## src/rtl/synth_cfg_pkg.sv

```systemverilog
package synth_cfg_pkg;
  localparam int M_W = 7;
  localparam int N_W = 2;
  localparam int T_W = 3;
  localparam int SHIFT_W = M_W + N_W + T_W;
  localparam int T_LSB = 0;
  localparam int N_LSB = T_LSB + T_W;
  localparam int M_LSB = N_LSB + N_W;

  typedef struct packed {
    logic shiftEn;
    logic mnFromPar;
    logic mnFromSer;
    logic tFromSer;
  } cfg_strobe_t;
endpackage

```

## src/rtl/synth_cfg_ctrl.sv

```systemverilog
module synth_cfg_ctrl
  import synth_cfg_pkg::*;
(
  input  logic        clk,
  input  logic        rst_n,
  input  logic        serClk,
  input  logic        serLoad,
  input  logic        parStrobe,
  output cfg_strobe_t strb
);
  logic serClkQ;

  always_ff @(posedge clk or negedge rst_n) begin
    if (!rst_n) serClkQ <= 1'b0;
    else        serClkQ <= serClk;
  end

  always_comb begin
    strb.shiftEn   = serClk & ~serClkQ;
    strb.mnFromPar = ~parStrobe;
    strb.mnFromSer = serLoad & parStrobe;
    strb.tFromSer  = serLoad;
  end

  // the two divider sources are never enabled together
  a_r5_one_source: assert property (@(posedge clk) disable iff (!rst_n)
    $onehot0({strb.mnFromPar, strb.mnFromSer}));
endmodule

```

## src/rtl/synth_cfg_dp.sv

```systemverilog
module synth_cfg_dp
  import synth_cfg_pkg::*;
(
  input  logic             clk,
  input  logic             rst_n,
  input  cfg_strobe_t      strb,
  input  logic             serData,
  input  logic [M_W-1:0]   parM,
  input  logic [N_W-1:0]   parN,
  output logic [M_W-1:0]   cfgM,
  output logic [N_W-1:0]   cfgN,
  output logic [T_W-1:0]   cfgT
);
  logic [SHIFT_W-1:0] shiftReg;

  always_ff @(posedge clk or negedge rst_n) begin
    if (!rst_n)            shiftReg <= '0;
    else if (strb.shiftEn) shiftReg <= {shiftReg[SHIFT_W-2:0], serData};
  end

  always_ff @(posedge clk or negedge rst_n) begin
    if (!rst_n) begin
      cfgM <= '0;
      cfgN <= '0;
    end else if (strb.mnFromPar) begin
      cfgM <= parM;
      cfgN <= parN;
    end else if (strb.mnFromSer) begin
      cfgM <= shiftReg[M_LSB +: M_W];
      cfgN <= shiftReg[N_LSB +: N_W];
    end
  end

  always_ff @(posedge clk or negedge rst_n) begin
    if (!rst_n)             cfgT <= '0;
    else if (strb.tFromSer) cfgT <= shiftReg[T_LSB +: T_W];
  end

  // a shift puts the sampled data bit at the low end
  a_r1_shift_in: assert property (@(posedge clk) disable iff (!rst_n)
    strb.shiftEn |=> shiftReg[0] == $past(serData));
  // without a shift strobe the register holds
  a_r1_shift_hold: assert property (@(posedge clk) disable iff (!rst_n)
    !strb.shiftEn |=> $stable(shiftReg));
endmodule

```

## src/rtl/synth_cfg_regs.sv

```systemverilog
module synth_cfg_regs
  import synth_cfg_pkg::*;
(
  input  logic           clk,
  input  logic           rst_n,
  input  logic           serClk,
  input  logic           serData,
  input  logic           serLoad,
  input  logic           parStrobe,
  input  logic [M_W-1:0] parM,
  input  logic [N_W-1:0] parN,
  output logic [M_W-1:0] cfgM,
  output logic [N_W-1:0] cfgN,
  output logic [T_W-1:0] cfgT
);
  cfg_strobe_t strb;

  synth_cfg_ctrl u_ctrl (
    .clk(clk), .rst_n(rst_n), .serClk(serClk), .serLoad(serLoad),
    .parStrobe(parStrobe), .strb(strb)
  );

  synth_cfg_dp u_dp (
    .clk(clk), .rst_n(rst_n), .strb(strb), .serData(serData),
    .parM(parM), .parN(parN), .cfgM(cfgM), .cfgN(cfgN), .cfgT(cfgT)
  );

  // open parallel latch passes the inputs
  a_r4_par_follow: assert property (@(posedge clk) disable iff (!rst_n)
    !parStrobe |=> (cfgM == $past(parM)) && (cfgN == $past(parN)));
  // parallel wins over a concurrent serial load
  a_r5_par_wins: assert property (@(posedge clk) disable iff (!rst_n)
    (!parStrobe && serLoad) |=> cfgN == $past(parN));
  // test code moves only under the serial strobe
  a_r6_t_hold: assert property (@(posedge clk) disable iff (!rst_n)
    !serLoad |=> $stable(cfgT));
  // both strobes closed keeps the divider fields
  a_r7_hold: assert property (@(posedge clk) disable iff (!rst_n)
    (parStrobe && !serLoad) |=> $stable(cfgM) && $stable(cfgN));
endmodule

```

## config.mk

```make
export PLATFORM = sky130hd
export DESIGN_NAME = synth_cfg_regs
export DESIGN_NICKNAME = d
export VERILOG_FILES = /design/src/rtl/synth_cfg_pkg.sv /design/src/rtl/synth_cfg_ctrl.sv /design/src/rtl/synth_cfg_dp.sv /design/src/rtl/synth_cfg_regs.sv
export SDC_FILE = /design/constraint.sdc
export NUM_CORES = 1
export LEC_CHECK = 0
export ABC_AREA = 1
export BUFFER_PORTS_ARGS = -buffer_cell sky130_fd_sc_hd__buf_2
export CORE_MARGIN = 10
export CORE_UTILIZATION = 54
export CTS_CLUSTER_DIAMETER = 30
export CTS_CLUSTER_SIZE = 16
export DETAILED_ROUTE_END_ITERATION = 16
export PLACE_DENSITY = 0.81
export SYNTH_ARGS = -nofsm -noshare
export SYNTH_HDL_FRONTEND = slang
export SYNTH_SLANG_ARGS = --single-unit
```

## constraint.sdc

```tcl
create_clock -name clk -period 1.8 [get_ports clk]
set_clock_uncertainty 0.05 [all_clocks]
set_input_delay 0.18 -clock clk [delete_from_list [all_inputs] [get_ports clk]]
set_output_delay 0.18 -clock clk [all_outputs]
set_load 0.05 [all_outputs]
```

# Word level (Yosys, flattened, before mapping)
# Index checks and enable logic that the tools add are counted.
dict set report classes {
  n_eq_ne 1
  n_mux 4
  bitwise_logic 3
}
# operator count
set op_table {}
lappend op_table {{7-bit two-way mux} 2}
lappend op_table {{2-bit two-way mux} 2}
lappend op_table {{1-bit AND} 2}
lappend op_table {{2-bit by 1-bit != test with 1-bit output (second input constant)} 1}
lappend op_table {{1-bit inverter} 1}
dict set report word_totals {
  ff_bits 25
  input_bits 15
  output_inout_bits 12
}

# Depth between registers and ports, before layout
# Gate-level depths: netlist (run 1).
dict set report logic_depth {
  word_depth 3
  ltp_mapped 5
}

# Cells and area by module
# From an unflattened synthesis (run 1), not the netlist that was laid out.
dict set report hier_totals {
  hier_cells 111
  area_unflattened_um2 1042.2
}
# mod n_inst cells_each area_each_um2
set modules_own_cells {}
lappend modules_own_cells {synth_cfg_dp 1 104 988.4}
lappend modules_own_cells {synth_cfg_ctrl 1 7 53.8}

# Least setup slack after synthesis (run 1)
# Ideal clock, no wire load.
dict set report synth_path {
  kind {reg2reg}
  from {register u_dp.cfgM[0] (netlist name)}
  to {register u_dp.cfgM[0]}
  setup_time_ns 0.127
  t_arrival_ns 0.755
  path_slack_ns 0.868
  stages_incl_launch_ff 3
  path_buffers 0
  path_cell_list {dfrtp_1 -> nand3_1 -> nand3_1}
}
# element line
set synth_lines {}
lappend synth_lines {{end signal, assigned} synth_cfg_dp.sv:26} ;# cfgM <= parM;
lappend synth_lines {{end signal, assigned} synth_cfg_dp.sv:29} ;# cfgM <= shiftReg[M_LSB +: M_W];
lappend synth_lines {{end, declared} synth_cfg_dp.sv:10} ;# output logic [M_W-1:0] cfgM,

# Worst setup path after layout (run 1)
dict set report layout_path {
  from {register u_dp.cfgM[4]}
  to {output cfgM[4]}
}
# element line
set layout_lines {}
lappend layout_lines {{end, declared} synth_cfg_regs.sv:12} ;# output logic [M_W-1:0] cfgM,
# No word-level cell between the ends.

==> results of run 1 <==
-- layer usage --
metal  global-route usage, %  vias up  wire length, µm
met5                       0        -                0
met4                    5.61        0               28
met3                    4.47        4              194
met2                    16.9       25             1040
met1                    13.0      416              955
li1                        -      431                -
-- repair_timing --
| item | in CTS | in global routing |
|---|---|---|
| hold buffers | 1 | 0 |
| hold endpoints to repair | 25 | 0 |
| buffers inserted | 0 | 0 |
-- cells in the mapped netlist --
| cell type | number |
|---|---|
| nand2_1 | 43 |
| nand3_1 | 38 |
| dfrtp_1 | 25 |
| buf_6 | 4 |
| inv_2 | 3 |
| buf_2 | 1 |
| buf_4 | 1 |
| buf_8 | 1 |
| nand3_2 | 1 |
-- cell families (layout without fill, tap and decap cells) --
kind of cell / after synthesis / count (layout)
flip-flops: 25 / 25
AND/OR/NAND/NOR: 82 / 82
buffers and inverters: 10 / 34
-- metrics by stage --
| step | utilization, % | area, µm² | cells | setup slack (ns) |
|---|---|---|---|---|
| after CTS | 62.4 | 1200 | 168 | 0.597 |
| after global placement | 60.5 | 1160 | 163 | 0.713 |
| after detailed placement | 60.5 | 1160 | 163 | 0.630 |
| after global routing | 62.4 | 1200 | 168 | 0.487 |
| after floorplan | - | 1070 | 117 | 0.868 |
| final | 62.4 | 1200 | 168 | 0.615 |
-- layout make-up --
cell class	instances	share of cell area, %
sequential	25	52.1
multi-input combinational	82	30.1
timing repair buffer	27	11.7
tap	27	2.82
clock buffer	3	1.88
inverter	3	0.938
clock inverter	1	0.417
-- placed cells by master, fill, tap and decap left out --
master / Yosys / final
clkbuf_4: 0 / 3
nand2_1: 43 / 43
inv_2: 3 / 3
clkinv_2: 0 / 1
nand3_1: 38 / 38
buf_2: 1 / 26
dfrtp_1: 25 / 25
nand3_2: 1 / 1
dlygate4sd3_1: 0 / 1
-- power by group through the flow --
| stage | Clock [µW] | Sequential, µW | Combinational, µW |
|---|---|---|---|
| 2_1_floorplan | 0 | 828 | 112 |
| 3_3_place_gp | 0 | 717 | 299 |
| 3_5_place_dp | 0 | 721 | 306 |
| 4_1_cts | 249 | 710 | 308 |
| 5_1_grt | 276 | 722 | 334 |
| 6_report | 241 | 711 | 304 |
-- worst max path at each step --
stage	end	cells after the start
floorplan	u_dp.cfgM[0]	2
global placement	u_dp.shiftReg[5]	4
detailed placement	u_dp.shiftReg[10]	4
CTS	cfgN[1]	1
global route	u_dp.shiftReg[9]	4
finish	cfgM[4]	1
-- flip-flops by register name, indices dropped and copies added, names as in the netlist --
signal / count
u_dp.cfgT: 3
u_ctrl.serClkQ: 1
u_dp.cfgM: 7
u_dp.shiftReg: 12
u_dp.cfgN: 2
==> flow_summary.toml, run 1 <==
[outcome]
status = "completed"

[setup_path]
critPathArrivalTime_ns = 0.96
cp_num_buf_inv = 1
critPathRequiredTime_ns = 1.57
critPathMaxStageDelay_ns = 0.38
timing.rr.end = "u_dp.shiftReg[10]"
reg2reg_slack_ns = 0.62
startpoint = "u_dp.cfgM[4]"
path_class = "flip-flop to primary output"
cp_max_fo = 2
cp-end-kind = "primary output"
critPathSlowestCell = "dfrtp_1"
rr_startpoint = "u_ctrl.serClkQ"
path_cells = "buf_2"
r2r_cells = 4
crit_family = "flip-flops"
start_kind = "flip-flop"

[grt]
grt_first_pass_wirelength_mm = 3.70
grt_pass1_vias = 801
grt_max_degree = 26
grt_usage_pct = 11.0
grt_overflow_total = 0
antenna_found_initial = 0

[timing]
relSlewSlack_pct = 64.3
finalSetupViolations = 0
post-route-min-period_ns = 1.19
max_freq_mhz = 844
rsz0062_at_grt = "false"
setup_tns_ns = 0
timing.final.crit_share_pct = 65.8
tightest_slew_ns = 0.535
hold_ws_ns = 0.0239
final_hold_viol_count = 0
drv_slew = 0

[floorplanning]
start_util_pct = 55.7
core_area_um2 = 1920
dieHeight_um = 64.5
die_area_um2 = 4160
die_w_um = 64.5
boundaryPins = 27
row_count = 16

[place]
hpwlAfterDp_mm = 1.69
port-buffer-count = 26
place.gp.congestion = 0.804

[detailed_routing]
drc_errors = 0
firstDrtPassIters = 4
drt_iter0_drc = 34
wl_per_cell_um = 13.2
ant_nets = 0
vias_per_cell = 5.21
wl_mm = 2.22
vias = 876

[synth]
synthMuxAreaShare_pct = 0
post_synth_num_cell_types = 9
synth_area_um2 = 1070
synth_top_family_by_area = "simple AND/OR/NAND/NOR gates"
synth_nets = 132
synth_area_leaders = "dfrtp_1, nand3_1, nand2_1, buf_6, buf_8"
synthAdderAreaFrac_pct = 0
yosysSeqAreaShare_pct = 58.4
synthCells = 117
synth_top_area_share_pct = 58.4
ys.warnings.count = 0
synth_compound_area_share_pct = 0
synth_xor_area_share_pct = 0
synth_largest_area_cell = "dfrtp_1"
avgSynthCellArea_um2 = 9.15
yosys_register_bits = 25
synth-simple-area-share_pct = 33.8

[job]
drv_cap = 0

[finish]
seq_area_um2 = 626
syn2layout_area_growth_pct = 12.0
drive_gt1_share_pct = 24.1
fill_cells = 177
multiInputGateArea_um2 = 362
diodes = 0
nets = 157

[power]
power_density_nw_per_um2 = 1050
p_leak_uw = 0.000667
combPwrFrac_pct = 24.2
ir_worst_vdd_mv = 0.529
seqPwrFrac_pct = 56.6
switching_power_uw = 446
p_sw_share_pct = 35.5
p_int_uw = 811
clkPwrFrac_pct = 19.2
total_power_uw = 1260

[hold_path]
min-delay-start = "parM[1]"
hold-path-endpoint = "u_dp.cfgM[1]"
min_path_type = "input pin to flip-flop"
hold_depth = 3

[clock_tree]
cts_buffers = 3
clock_path_buffers = 2
htreeDepth = 1
cts-resized-gates = 0
clockRootBuffer = "clkbuf_4"
clk_pin_slew_ns = 0.12
cts_sinks = 25
clkLatencyLatePin_ns = 0.31
tritoncts = "yes"
(Power assumes the default switching activity.)
==> inputs of run 2 (changes only) <==
CORE_UTILIZATION = 51   (was 54)
PLACE_DENSITY = 0.77   (was 0.81)
clock period = 1.1 ns   (was 1.8 ns; I/O delays follow)
==> run 2 against run 1 <==
  * Sequential share of layout area is 8.4 points lower
  * Hold slack better by 0.022 ns
  * Register-to-register slack worse by 0.52 ns
==> flow_summary.toml, run 2 (synthesis results as in run 1) <==
[timing]
drv_slew = 0
rsz0062_at_grt = "true"
timing.final.crit_share_pct = 99.9
finalSetupViolations = 0
setup_tns_ns = 0
max_freq_mhz = 910
final_hold_viol_count = 0
tightest_slew_ns = 0.544
hold_ws_ns = 0.0462
post-route-min-period_ns = 1.10
fin_ws_ns = 0.00103
relSlewSlack_pct = 63.7

[job]
drv_cap = 0

[setup_path]
cp_num_buf_inv = 1
crit_family = "flip-flops"
crit_path_end = "cfgM[2]"
cp_max_fo = 2
path_class = "flip-flop to primary output"
critPathSlowestCell = "dfrtp_1"
reg2reg_slack_ns = 0.10
start_kind = "flip-flop"
critPathRequiredTime_ns = 0.94
rr_startpoint = "u_ctrl.serClkQ"
critPathMaxStageDelay_ns = 0.42
cp.depth = 1
r2r_cells = 4
path_cells = "buf_4"
cp-end-kind = "primary output"
timing.rr.end = "u_dp.shiftReg[11]"
startpoint = "u_dp.cfgM[2]"
critPathArrivalTime_ns = 0.94

[clock_tree]
cts_sinks = 25
htreeDepth = 1
cts_buffers = 3
tritoncts = "yes"
clockRootBuffer = "clkbuf_4"
clkLatencyLatePin_ns = 0.31
clock_path_buffers = 2
clk_pin_slew_ns = 0.13

[finish]
postLayoutCoreUtil_pct = 72.2
diodes = 0
instances_no_fill = 189
final_cell_mix = "nand2_1, nand3_1, dfrtp_1, buf_4, buf_2"
syn2layout_area_growth_pct = 33.5
top_register = "u_dp.shiftReg"
nets = 178
drive_gt1_share_pct = 27.2
layout_commonest_cell = "nand2_1"
largest_register_ffs = 12
top_regs = "u_dp.shiftReg (12), u_dp.cfgM (7), u_dp.cfgT (3)"

[grt]
grt_first_pass_wirelength_mm = 4.24
grt_overflow_total = 0
grt_max_degree = 26
grt_util_met2_pct = 19.0
use_met3_pct = 3.39
grt_pass1_vias = 880
antenna_found_initial = 0
busiest_layer = "met2"
use_met1_pct = 16.2
grt_usage_pct = 12.3

[power]
power_density_nw_per_um2 = 1550
ir_worst_vdd_mv = 0.815
p_leak_uw = 0.000771

[floorplanning]
row_count = 16
die_w_um = 65.8
dieHeight_um = 65.8
start_util_pct = 54.0
core_area_um2 = 1980
boundaryPins = 27
die_area_um2 = 4330

[place]
port-buffer-count = 26
pre_cts_ws_ns = 0.120
dp.cells = 167
place.gp.congestion = 0.781
hpwlAfterDp_mm = 1.67

[detailed_routing]
wl_per_cell_um = 14.1
drc_errors = 0
firstDrtPassIters = 4
vias = 953
vias_per_cell = 5.04
drt_iter0_drc = 102
ant_nets = 0
wl_mm = 2.67

[outcome]
status = "completed"

[hold_path]
min_path_type = "input pin to flip-flop"
-- run 2: changes by cell type in the layout (fill, tap and decap cells not counted) --
cell           previous run  this run
buf_4                     0        18
dlygate4sd3_1             1        11
clkinv_2                  1         0
buf_2                    26        14
clkbuf_1                  0         1
buf_6                     0         5
-- run 2: area by class of cell --
type / count / area [µm²]
clock buffers: 4 / 26.3
fillers: 144 / 552
flip-flops and latches: 25 / 626
multi-input cells: 82 / 362
well taps: 27 / 33.8
repair buffers: 48 / 372
inverters: 3 / 11.3
-- run 2: what timing repair did --
item                                   in CTS  in global routing
hold buffers                               11                  0
buffers inserted                            0                  7
endpoints found under the hold margin      35                  0
setup endpoints to repair                  11                 11
resized for setup                          11                  7
-- run 2: per-stage QoR --
step	power (µW)	area [µm²]
after CTS	2150	1360
after floorplan	1540	1070
after global routing	2340	1430
after global placement	1680	1190
final	2210	1430
after detailed placement	1690	1190
-- run 2: how the worst min path moves through the flow --
stage	cells after the start	slack, ns	end	start
2_1_floorplan	0	-0.24	u_ctrl.serClkQ	rst_n
3_3_place_gp	1	0.07	u_dp.shiftReg[1]	rst_n
3_5_place_dp	1	0.08	u_dp.shiftReg[0]	rst_n
4_1_cts	2	0.04	u_ctrl.serClkQ	serClk
5_1_grt	2	0.05	u_ctrl.serClkQ	serClk
6_report	2	0.05	u_ctrl.serClkQ	serClk
-- run 2: per-layer routing --
layer  share of wire (%)  routed length, µm  up-vias
met3                 5.9                157        2
met2                  51               1350       26
li1                    -                  -      473
met1                  43               1150      452
met4                0.30                  8        0
met5                   0                  0        -
-- run 2: power breakdown --
part	switching (µW)	leakage, µW	internal [µW]
Combinational	390	0.000434	249
Sequential	112	0.000322	1060
Clock	258	0.0000150	141
==> inputs of run 3 (changes only) <==
--- a/config.mk
+++ b/config.mk
@@ -10,3 +10,3 @@
 export CORE_MARGIN = 10
-export CORE_UTILIZATION = 51
+export CORE_UTILIZATION = 54
 export CTS_CLUSTER_DIAMETER = 30
@@ -14,3 +14,3 @@
 export DETAILED_ROUTE_END_ITERATION = 16
-export PLACE_DENSITY = 0.77
+export PLACE_DENSITY = 0.81
 export SYNTH_ARGS = -nofsm -noshare
==> constraint.sdc (replaced) <==
create_clock -name clk -period 1.4 [get_ports clk]
set_clock_uncertainty 0.05 [all_clocks]
set_input_delay 0.28 -clock clk [delete_from_list [all_inputs] [get_ports clk]]
set_output_delay 0.28 -clock clk [all_outputs]
set_load 0.05 [all_outputs]
==> run 3 against run 2 <==
  * Combinational power decreased by 39%
  * Routed wire length is 22% lower
  * Highest routed layer unchanged
  * Largest cell class unchanged
  * Sequential share of layout area increased by 8.1 points
  * Clock power down 24%
  * Register-to-register slack improved by 0.12 ns
  * Power down 27%
  * Hold slack improved by 0.078 ns
  * Sequential power is 22% lower
==> flow_summary.toml, run 3 (synthesis results as in run 1) <==
[floorplanning]
start_util_pct = 55.7
row_count = 16
die_w_um = 64.5
dieHeight_um = 64.5
core_area_um2 = 1920
boundaryPins = 27
die_area_um2 = 4160

[finish]
drive_gt1_share_pct = 23.9
syn2layout_area_growth_pct = 12.6
nets = 158
top_regs = "u_dp.shiftReg (12), u_dp.cfgM (7), u_dp.cfgT (3)"
final_cell_mix = "nand2_1, nand3_1, buf_2, dfrtp_1"
diodes = 0
layout_commonest_cell = "nand2_1"
top_register = "u_dp.shiftReg"
largest_register_ffs = 12
fill_cells = 178

[grt]
antenna_found_initial = 0
use_met1_pct = 13.0
grt_first_pass_wirelength_mm = 3.57
busiest_layer = "met2"
grt_util_met2_pct = 16.3
grt_overflow_total = 0
use_met3_pct = 3.61
grt_max_degree = 26
grt_pass1_vias = 788
grt_usage_pct = 10.3

[place]
port-buffer-count = 26
place.gp.congestion = 0.814
hpwlAfterDp_mm = 1.61
pre_cts_ws_ns = 0.259

[timing]
setup_tns_ns = 0
final_hold_viol_count = 0
drv_slew = 0
fin_ws_ns = 0.110
max_freq_mhz = 775
rsz0062_at_grt = "false"
timing.final.crit_share_pct = 92.2
relSlewSlack_pct = 65.0
tightest_slew_ns = 0.526
finalSetupViolations = 0
post-route-min-period_ns = 1.29

[detailed_routing]
vias_per_cell = 4.99
drc_errors = 0
wl_per_cell_um = 12.3
vias = 844
ant_nets = 0
wl_mm = 2.09
drt_iter0_drc = 43
firstDrtPassIters = 4

[power]
combPwrFrac_pct = 24.2
ir_worst_vdd_mv = 0.823
power_density_nw_per_um2 = 1330
clkPwrFrac_pct = 18.9
switching_power_uw = 556
p_sw_share_pct = 34.7
p_leak_uw = 0.000669
p_int_uw = 1050
seqPwrFrac_pct = 56.9

[setup_path]
critPathArrivalTime_ns = 0.96
cp_num_buf_inv = 1
critPathSlowestCell = "dfrtp_1"
cp_max_fo = 2
path_class = "flip-flop to primary output"
crit_family = "flip-flops"
cp-end-kind = "primary output"
start_kind = "flip-flop"
critPathMaxStageDelay_ns = 0.38
critPathRequiredTime_ns = 1.07
path_cells = "buf_2"

[clock_tree]
tritoncts = "yes"
clk_pin_slew_ns = 0.12
htreeDepth = 1
cts-resized-gates = 0
cts_buffers = 3
clock_path_buffers = 2
cts_sinks = 25
clkLatencyLatePin_ns = 0.31
clockRootBuffer = "clkbuf_4"

[outcome]
status = "completed"

[hold_path]
min_path_type = "input pin to flip-flop"

[job]
drv_cap = 0
## run 3: cell type report
type	instances	area [µm²]	area share [%]
Clock buffer	4	26.3	2.18
Tap cell	27	33.8	2.80
Timing Repair Buffer	28	148	12.2
Multi-Input combinational cell	82	362	30.0
Inverter	3	11.3	0.934
Sequential cell	25	626	51.9
## run 3: what timing repair did
action                     in CTS  in global routing
hold buffers                    1                  0
hold endpoints to repair       25                  0
buffers inserted                0                  0
setup endpoints to repair       0                  0
## run 3: power by group through the flow
| stage | combinational, µW | sequential (µW) | clock [µW] |
|---|---|---|---|
| 6_report | 389 | 913 | 303 |
| 2_1_floorplan | 144 | 1060 | 0 |
| 3_5_place_dp | 392 | 926 | 0 |
| 4_1_cts | 395 | 912 | 312 |
| 5_1_grt | 427 | 929 | 347 |
| 3_3_place_gp | 386 | 923 | 0 |
## run 3: stage by stage
| stage | util (%) | total power (µW) | instances | cell area (µm²) | hold WS, ns |
|---|---|---|---|---|---|
| after global routing | 62.8 | 1700 | 169 | 1210 | 0.132 |
| final | 62.8 | 1600 | 169 | 1210 | 0.125 |
| after CTS | 62.8 | 1620 | 169 | 1210 | 0.124 |
| after detailed placement | 60.9 | 1320 | 164 | 1170 | 0.236 |
| after global placement | 60.9 | 1310 | 164 | 1170 | 0.230 |
| after floorplan | - | 1210 | 117 | 1070 | -0.0656 |
## run 3: worst paths after layout
check	depth (start not counted)	startpoint	end	slack (ns)
hold / removal	3	parM[1]	u_dp.cfgM[1]	0.12
setup / recovery	1	u_dp.cfgM[4]	cfgM[4]	0.11
setup reg to reg	4	u_ctrl.serClkQ	u_dp.shiftReg[4]	0.22
hold reg to reg	2	u_dp.cfgT[0]	u_dp.cfgT[0]	0.43
min in group asynchronous	2	rst_n	u_dp.cfgM[0]	0.43
max in group asynchronous	2	rst_n	u_dp.cfgT[1]	0.52
## run 3: layer usage
metal	up-vias	routed length, µm	part of all wire, %
met3	2	170	8.1
met1	379	936	45
met4	0	24	1.2
met5	-	0	0
li1	435	-	-
met2	28	954	46
